===== src/rtl/cs_collect_pkg.sv =====
package cs_collect_pkg;

    localparam int unsigned DEF_BLOCK_FRAMES = 192;
    localparam int unsigned DEF_USED_FRAMES  = 40;
    localparam int unsigned NUM_LANES        = 4;

    typedef enum logic [1:0] {
        LANE_CS_A = 2'd0,
        LANE_CS_B = 2'd1,
        LANE_UD_A = 2'd2,
        LANE_UD_B = 2'd3
    } lane_e;

    typedef struct packed {
        logic valid;
        logic blk_start;
        logic chan_b;
        logic cbit;
        logic ubit;
    } subframe_t;

    typedef struct packed {
        logic cap_a;
        logic cap_b;
        logic publish;
        logic blk_err;
        logic sync_err;
    } seq_ctl_t;

    function automatic logic lane_is_b(lane_e l);
        return (l == LANE_CS_B) || (l == LANE_UD_B);
    endfunction

    function automatic logic lane_is_user(lane_e l);
        return (l == LANE_UD_A) || (l == LANE_UD_B);
    endfunction

endpackage


===== src/rtl/csu_frame_seq.sv =====
module csu_frame_seq
    import cs_collect_pkg::*;
#(
    parameter int unsigned BLOCK_FRAMES = DEF_BLOCK_FRAMES,
    parameter int unsigned USED_FRAMES  = DEF_USED_FRAMES,
    parameter int unsigned CNT_W        = $clog2(BLOCK_FRAMES + 1)
) (
    input  logic             clk,
    input  logic             rst,
    input  subframe_t        sf,
    output seq_ctl_t         ctl,
    output logic [CNT_W-1:0] frame_cnt
);

    localparam logic [CNT_W-1:0] CNT_END  = CNT_W'(BLOCK_FRAMES);
    localparam logic [CNT_W-1:0] CNT_LAST = CNT_W'(USED_FRAMES - 1);
    localparam logic [CNT_W-1:0] CNT_USED = CNT_W'(USED_FRAMES);

    logic             locked_q;
    logic [CNT_W-1:0] cnt_q;
    logic             a_sf, b_sf, start_sf, in_used;

    always_comb begin
        a_sf     = sf.valid && !sf.chan_b;
        b_sf     = sf.valid && sf.chan_b;
        start_sf = a_sf && sf.blk_start;
        in_used  = cnt_q < CNT_USED;

        ctl.cap_a    = start_sf || (a_sf && locked_q && in_used);
        ctl.cap_b    = b_sf && locked_q && in_used;
        ctl.publish  = b_sf && locked_q && (cnt_q == CNT_LAST);
        ctl.blk_err  = start_sf && locked_q && (cnt_q != CNT_END);
        ctl.sync_err = a_sf && !sf.blk_start && locked_q && (cnt_q == CNT_END);
    end

    always_ff @(posedge clk) begin
        if (rst) begin
            locked_q <= 1'b0;
            cnt_q    <= '0;
        end else if (start_sf) begin
            locked_q <= 1'b1;
            cnt_q    <= '0;
        end else if (ctl.sync_err) begin
            locked_q <= 1'b0;
        end else if (b_sf && locked_q && (cnt_q != CNT_END)) begin
            cnt_q <= cnt_q + 1'b1;
        end
    end

    assign frame_cnt = cnt_q;

endmodule


===== src/rtl/csu_lane.sv =====
module csu_lane #(
    parameter int unsigned W = 40
) (
    input  logic         clk,
    input  logic         rst,
    input  logic         shift_en,
    input  logic         bit_in,
    output logic [W-1:0] word_d
);

    logic [W-1:0] word_q;

    // New bits enter at the top; after W shifts the first bit sits at index 0.
    always_comb word_d = shift_en ? {bit_in, word_q[W-1:1]} : word_q;

    always_ff @(posedge clk) begin
        if (rst) word_q <= '0;
        else     word_q <= word_d;
    end

endmodule


===== src/rtl/csu_publish.sv =====
module csu_publish
    import cs_collect_pkg::*;
#(
    parameter int unsigned W = DEF_USED_FRAMES
) (
    input  logic                          clk,
    input  logic                          rst,
    input  seq_ctl_t                      ctl,
    input  logic [NUM_LANES-1:0][W-1:0]   next_words,
    output logic [NUM_LANES-1:0][W-1:0]   pub_words,
    output logic                          rdy,
    output logic                          berr,
    output logic                          slost
);

    always_ff @(posedge clk) begin
        if (rst) begin
            pub_words <= '0;
            rdy       <= 1'b0;
            berr      <= 1'b0;
            slost     <= 1'b0;
        end else begin
            if (ctl.publish) pub_words <= next_words;
            rdy   <= ctl.publish;
            berr  <= ctl.blk_err;
            slost <= ctl.sync_err;
        end
    end

endmodule


===== src/rtl/cs_user_collector.sv =====
module cs_user_collector
    import cs_collect_pkg::*;
#(
    parameter int unsigned BLOCK_FRAMES = DEF_BLOCK_FRAMES,
    parameter int unsigned USED_FRAMES  = DEF_USED_FRAMES
) (
    input  logic                   clk,
    input  logic                   rst,
    input  logic                   sf_valid,
    input  logic                   sf_blk_start,
    input  logic                   sf_chan_b,
    input  logic                   sf_cbit,
    input  logic                   sf_ubit,
    output logic [USED_FRAMES-1:0] status_a,
    output logic [USED_FRAMES-1:0] status_b,
    output logic [USED_FRAMES-1:0] user_a,
    output logic [USED_FRAMES-1:0] user_b,
    output logic                   words_rdy,
    output logic                   block_err,
    output logic                   sync_lost
);

    localparam int unsigned W     = USED_FRAMES;
    localparam int unsigned CNT_W = $clog2(BLOCK_FRAMES + 1);

    subframe_t                     sf;
    seq_ctl_t                      ctl;
    logic [CNT_W-1:0]              frame_cnt;
    logic [NUM_LANES-1:0]          lane_en;
    logic [NUM_LANES-1:0]          lane_bit;
    logic [NUM_LANES-1:0][W-1:0]   next_words;
    logic [NUM_LANES-1:0][W-1:0]   pub_words;

    always_comb begin
        sf.valid     = sf_valid;
        sf.blk_start = sf_blk_start;
        sf.chan_b    = sf_chan_b;
        sf.cbit      = sf_cbit;
        sf.ubit      = sf_ubit;
    end

    csu_frame_seq #(
        .BLOCK_FRAMES(BLOCK_FRAMES),
        .USED_FRAMES (USED_FRAMES),
        .CNT_W       (CNT_W)
    ) u_seq (
        .clk      (clk),
        .rst      (rst),
        .sf       (sf),
        .ctl      (ctl),
        .frame_cnt(frame_cnt)
    );

    for (genvar g = 0; g < NUM_LANES; g++) begin : g_lane
        localparam lane_e LID = lane_e'(g);
        assign lane_en[g]  = lane_is_b(LID) ? ctl.cap_b : ctl.cap_a;
        assign lane_bit[g] = lane_is_user(LID) ? sf.ubit : sf.cbit;

        csu_lane #(.W(W)) u_lane (
            .clk     (clk),
            .rst     (rst),
            .shift_en(lane_en[g]),
            .bit_in  (lane_bit[g]),
            .word_d  (next_words[g])
        );
    end

    csu_publish #(.W(W)) u_pub (
        .clk       (clk),
        .rst       (rst),
        .ctl       (ctl),
        .next_words(next_words),
        .pub_words (pub_words),
        .rdy       (words_rdy),
        .berr      (block_err),
        .slost     (sync_lost)
    );

    assign status_a = pub_words[LANE_CS_A];
    assign status_b = pub_words[LANE_CS_B];
    assign user_a   = pub_words[LANE_UD_A];
    assign user_b   = pub_words[LANE_UD_B];

endmodule


===== config.mk =====
export PLATFORM = sky130hd
export DESIGN_NAME = cs_user_collector
export DESIGN_NICKNAME = d
export VERILOG_FILES = /design/src/rtl/cs_collect_pkg.sv /design/src/rtl/csu_frame_seq.sv /design/src/rtl/csu_lane.sv /design/src/rtl/csu_publish.sv /design/src/rtl/cs_user_collector.sv
export SDC_FILE = /design/constraint.sdc
export NUM_CORES = 1
export LEC_CHECK = 0
export BUFFER_PORTS_ARGS = -buffer_cell sky130_fd_sc_hd__buf_2
export CORE_ASPECT_RATIO = 1.75
export CORE_MARGIN = 2
export CORE_UTILIZATION = 40
export DETAILED_ROUTE_END_ITERATION = 6
export GPL_ROUTABILITY_DRIVEN = 0
export GPL_TIMING_DRIVEN = 0
export HOLD_SLACK_MARGIN = 0.05
export PLACE_DENSITY = 0.56
export SLEW_MARGIN = 20
export SYNTH_ARGS = -nofsm -noshare
export SYNTH_HDL_FRONTEND = slang
export SYNTH_SLANG_ARGS = --single-unit

===== constraint.sdc =====
create_clock -name clk -period 4.8 [get_ports clk]
set_input_delay 0.24 -clock clk [delete_from_list [all_inputs] [get_ports clk]]
set_output_delay 0.24 -clock clk [all_outputs]
set_load 0.05 [all_outputs]

* Yosys cells after proc, flatten, opt, wreduce, memory -nomap -nowiden *
Index checks and enable logic that the tools add are counted.

storage, ports and cells
  bits in read-only memories = 0
  memories kept = 0
  latch bits = 0
  output and inout bits = 163
  RAM bits = 0
  input bits = 7
  register bits = 332

operators by class
  eq/ne operators = 3
  divide/modulo/power cells = 0
  mux-type cells = 6
  bitwise operators = 1
  $lt $le $gt $ge = 1
  add/subtract/negate cells = 1
  multiply operators = 0
  reductions and logical operators = 20
  shift-type cells = 0

operators with widths
  operator                                              number
  two-way mux 40 bit                                    4
  logical AND 1 bit                                     14
  adder 8 x 1 -> 8 bit (second input constant)          1
  equality test 8 x 6 -> 1 bit (second input constant)  1
  equality test 8 bit (second input constant)           1
  < comparator 8 x 6 -> 1 bit (second input constant)   1
  != test 8 bit (second input constant)                 1
  logical NOT 1 bit                                     2
  two-way mux 1 bit                                     2
  AND reduction 2 bit                                   1
  nonzero test 2 bit                                    1
  OR reduction 2 bit                                    1
  logical OR 1 bit                                      1
  NOT 1 bit                                             1

* Depth between registers and ports, before layout *
  depth after elaboration = 7
  mapped depth = 7
  depth with buffers taken out = 5

* Cells and area by module *
A second synthesis with hierarchy kept.

second synthesis, totals
  cell total of the unflattened synthesis = 1,102
  area total of the unflattened synthesis = 13,442.9 µm²

by module, submodules not included
  module         seq. area each (µm²)  times used  cells each  area each (µm²)
  csu_lane       800.8                 4           128         1,793.0
  csu_publish    3,263.1               1           522         5,729.2
  csu_frame_seq  180.2                 1           68          541.8

* Worst setup path before layout *
Ideal clock, no wire load.

  kind = reg2reg
  start = register u_seq.cnt_q[0] (netlist: u_seq.frame_cnt[0])
  end = register u_pub.pub_words[1] in the netlist's numbering
  path slack = 2.984 ns
  period minus slack after synthesis = 1.816 ns
  library setup time = 0.133 ns
  data arrival time = 1.684 ns
  cell stages (with the launch flop) = 8
  cell sequence = dfxtp_1 ha_1 nand3_1 or4_1 clkbuf_1 buf_2 nand2_1 a21oi_1

on the way
  word-level cells in the longest chain between the ends = 4

ends and longest elaborated chain
  what                         line                 source
  start: declaration           csu_frame_seq.sv:20  logic [CNT_W-1:0] cnt_q;
  start signal: assignment     csu_frame_seq.sv:46  cnt_q <= cnt_q + 1'b1;
  < comparator 8 x 6 -> 1 bit  csu_frame_seq.sv:27  in_used = cnt_q < CNT_USED;
  logical AND 1 bit            csu_frame_seq.sv:29  ctl.cap_a = start_sf || (a_sf && locked_q && in_used);
  logical OR 1 bit             csu_frame_seq.sv:29
  two-way mux 40 bit           csu_lane.sv:14       always_comb word_d = shift_en ? {bit_in, word_q[W-1:1]} : word_q;
  end signal: assignment       csu_publish.sv:23    if (ctl.publish) pub_words <= next_words;
  end: declaration             csu_publish.sv:10    output logic [NUM_LANES-1:0][W-1:0] pub_words,

Several ways; a longest one is shown, not always the timed one.
A chain may end at the register's enable or synchronous reset.

* Final worst setup path *
  start = register u_seq.cnt_q[0] (netlist: u_seq.frame_cnt[0])
  end = register u_pub.pub_words[89] in the netlist's numbering

Same word-level chain as after synthesis.

==> flow_summary.ini <==
[run_status]
outcome = finished clean

[setup_path]
critPathSlowestCell = nor4_4
slowest_delay_ps = 530
arrival_ps = 2900
critical_path.endpoint_type = flop
worstSetupStartpointType = flop
crit_required_ps = 5290
path_cells = ha_1 -> nand3_1 -> nor4_4 -> buf_2 -> buf_2 -> nand2_1 -> a21oi_1
crit_start = u_seq.frame_cnt[0]
path_class = reg -> reg
path_common_cell = buf_2
r2r_cells = 7
r2r-start = u_seq.frame_cnt[0]
crit_fanout = 10

[clocking]
clockRootBuffer = clkbuf_16
clkTransAtPathRegs_ps = 70
ctsHoldBuffers = 3
clock_path_buffers = 3
cts_tree = built
clock_latency_ps = 570
post-cts-setup-buffers = 0
htreeDepth = 1
numCtsBuffers = 30
clkSinkCount = 330
cts_resized = 0

[synth]
ys_ff_latch = 330
synth-main-ff-cell = dfxtp_1
synth.cell_area_sq_um = 11580
synth_area_leaders = dfxtp_1, nand2_1, a21oi_1
ys_seq_area_share_pct = 57.05
synth.avg_cell_area_sq_um = 8.349
yosysTopAreaCellShare_pct = 57.05
synth_area_leader_cell = dfxtp_1
synth_fp_nets = 1396
synth_cells = 1387
synth-async-reset-ratio_pct = 0
yosysUniqueCellTypes = 32
synth-edff-count = 0
yosysWarningCount = 0

[sta]
timing.hold.ws_ps = 240.4
fin_tns_setup_ps = 0
period_needed_ps = 2407
tightest_slew_ps = 1109
slew_violations = 0
hold_viol_final = 0
min_period_over_period_pct = 50.15
max_freq_ghz = 0.4155
setup_violations = 0
skew_ps = 14.30
maxSlewHeadroom_pct = 25.75
rsz0062_at_grt = false

[floorplan]
start_util_pct = 40.60
die_h_microns = 229.1
coreArea_sq_um = 28520
fp.dieW_microns = 132.6
die-area_sq_um = 30380
num_rows = 82
io_pins = 170

[global_routing]
grt_pass1_wl_microns = 50200
grt_pass1_vias = 9782
grt.total_usage_pct = 20.09
grt_max_degree = 16
antenna_found_initial = 0
gr-total-overflow = 0

[drt]
postRouteAntennaNets = 0
wl_microns = 31370
vias = 10112
first_pass_iters = 5
drc = 0
wire_per_inst_microns = 15.76
vias_per_cell = 5.079
drt-initial-drc-count = 484

[power]
p_int_mw = 4.220
total_power_mw = 5.395
power_leakage_nw = 5.021
comb_power_share_pct = 2.7
p_switching_mw = 1.175
ir_drop_mv = 0.2852
switching_share_pct = 21.79
powerDensity_nw_per_um2 = 386.3
pwr-share-seq_pct = 50.8
clkPwrFrac_pct = 46.6

[final_layout]
final_area_sq_um = 13970
nets = 1599
antenna_cells = 0
fillCellCount = 2896
final_layout_size_suffix_gt1_share_pct = 16.24
syn2layout_area_growth_pct = 20.63
final_cell_mix = dfxtp_1, nand2_1, a21oi_1, buf_2, nor2_1
final_common_cell = dfxtp_1

[job]
maxCapViolCount = 0

[worst_hold_path]
worstHoldPathType = in -> reg
worstHoldStart = sf_valid
hold_depth = 4

[placed_design]
port_buffers = 168
dpl_cell_area_sq_um = 12890
dpl.hpwl_microns = 22180
[state kept, by name, indices dropped and copies added, names as in the netlist]
register / count
u_pub.pub_words: 160
u_seq.locked_q: 1
g_lane.u_lane.word_q: 158
u_pub.slost: 1
u_pub.rdy: 1
u_pub.berr: 1
u_seq.frame_cnt: 8
[worst max-delay path: cells and delay by family, from the launching register on]
kind | cells | cell delay, ps
simple gates | 3 | 870
flops | 1 | 400
compound gates | 1 | 150
buf+inv | 2 | 670
fa+ha+maj | 1 | 240
[cell families (layout without fill, tap and decap cells)]
family | after synthesis | in the layout | synth area share [%]
AOI/OAI and AO/OA | 406 | 406 | 19.35
xor gates and xnor gates | 6 | 6 | 0.4538
adders and majority gates | 2 | 2 | 0.2161
buffers and inverters | 127 | 353 | 4.635
DFF | 330 | 330 | 57.05
muxes | 1 | 1 | 0.08644
and+or+nand+nor | 515 | 515 | 18.21
[Yosys cell counts (2+ instances only)]
cell type  number
nor3_1          2
nor4_1          2
a211oi_1       80
nand3_1        83
buf_4           4
inv_1           3
nand2_1       321
ha_1            2
nor2_1         91
nand4_1         2
and3_1          2
xnor2_1         5
a21oi_1       240
dfxtp_1       330
o21ai_0        83
nand2b_1        3
nor3b_1         2
buf_1           7
buf_2          36
clkbuf_1       77
[metal layers]
layer | global-route usage, % | vias up | routed length, microns
met4 | 9.274 | 0 | 1302
met2 | 36.08 | 213 | 15830
met1 | 22.59 | 4706 | 12560
li1 | - | 5125 | -
met5 | 0 | - | 0
met3 | 4.139 | 68 | 1681
[power by group through the flow]
stage / clock network [mW] / logic [mW] / registers [mW]
5_1_grt: 2.68 / 0.158 / 2.74
2_1_floorplan: 0 / 0.0872 / 2.80
3_3_place_gp: 0 / 0.142 / 2.80
4_1_cts: 2.58 / 0.144 / 2.74
6_report: 2.51 / 0.143 / 2.74
3_5_place_dp: 0 / 0.141 / 2.80
[worst paths after layout]
check                              to  slack [ps]
hold / removal     u_seq.frame_cnt[2]         240
setup reg to reg  u_pub.pub_words[89]        2390
hold reg to reg   u_pub.pub_words[23]         450
setup / recovery  u_pub.pub_words[89]        2390
[metrics by stage]
| stage | std cells | util, % | setup slack [ps] |
|---|---|---|---|
| 3_5_place_dp | 1933 | 45.21 | 2329 |
| 2_1_floorplan | 1387 | - | 2984 |
| 4_1_cts | 1991 | 48.97 | 2303 |
| 6_report | 1991 | 48.97 | 2393 |
| 3_3_place_gp | 1933 | 45.21 | 2333 |
| 5_1_grt | 1991 | 48.97 | 2159 |
[final cells by class]
cell class	count	area, sq um	area share (%)
Inverter	3	11.26	0.08062
Clock inverter	8	98.84	0.7076
Tap cell	378	473.0	3.386
Buffer	124	525.5	3.762
Timing Repair Buffer	171	870.8	6.234
Multi-Input combinational cell	930	4437	31.76
Clock buffer	47	945.9	6.772
Sequential cell	330	6606	47.29
Power figures use the tool's default switching activity.
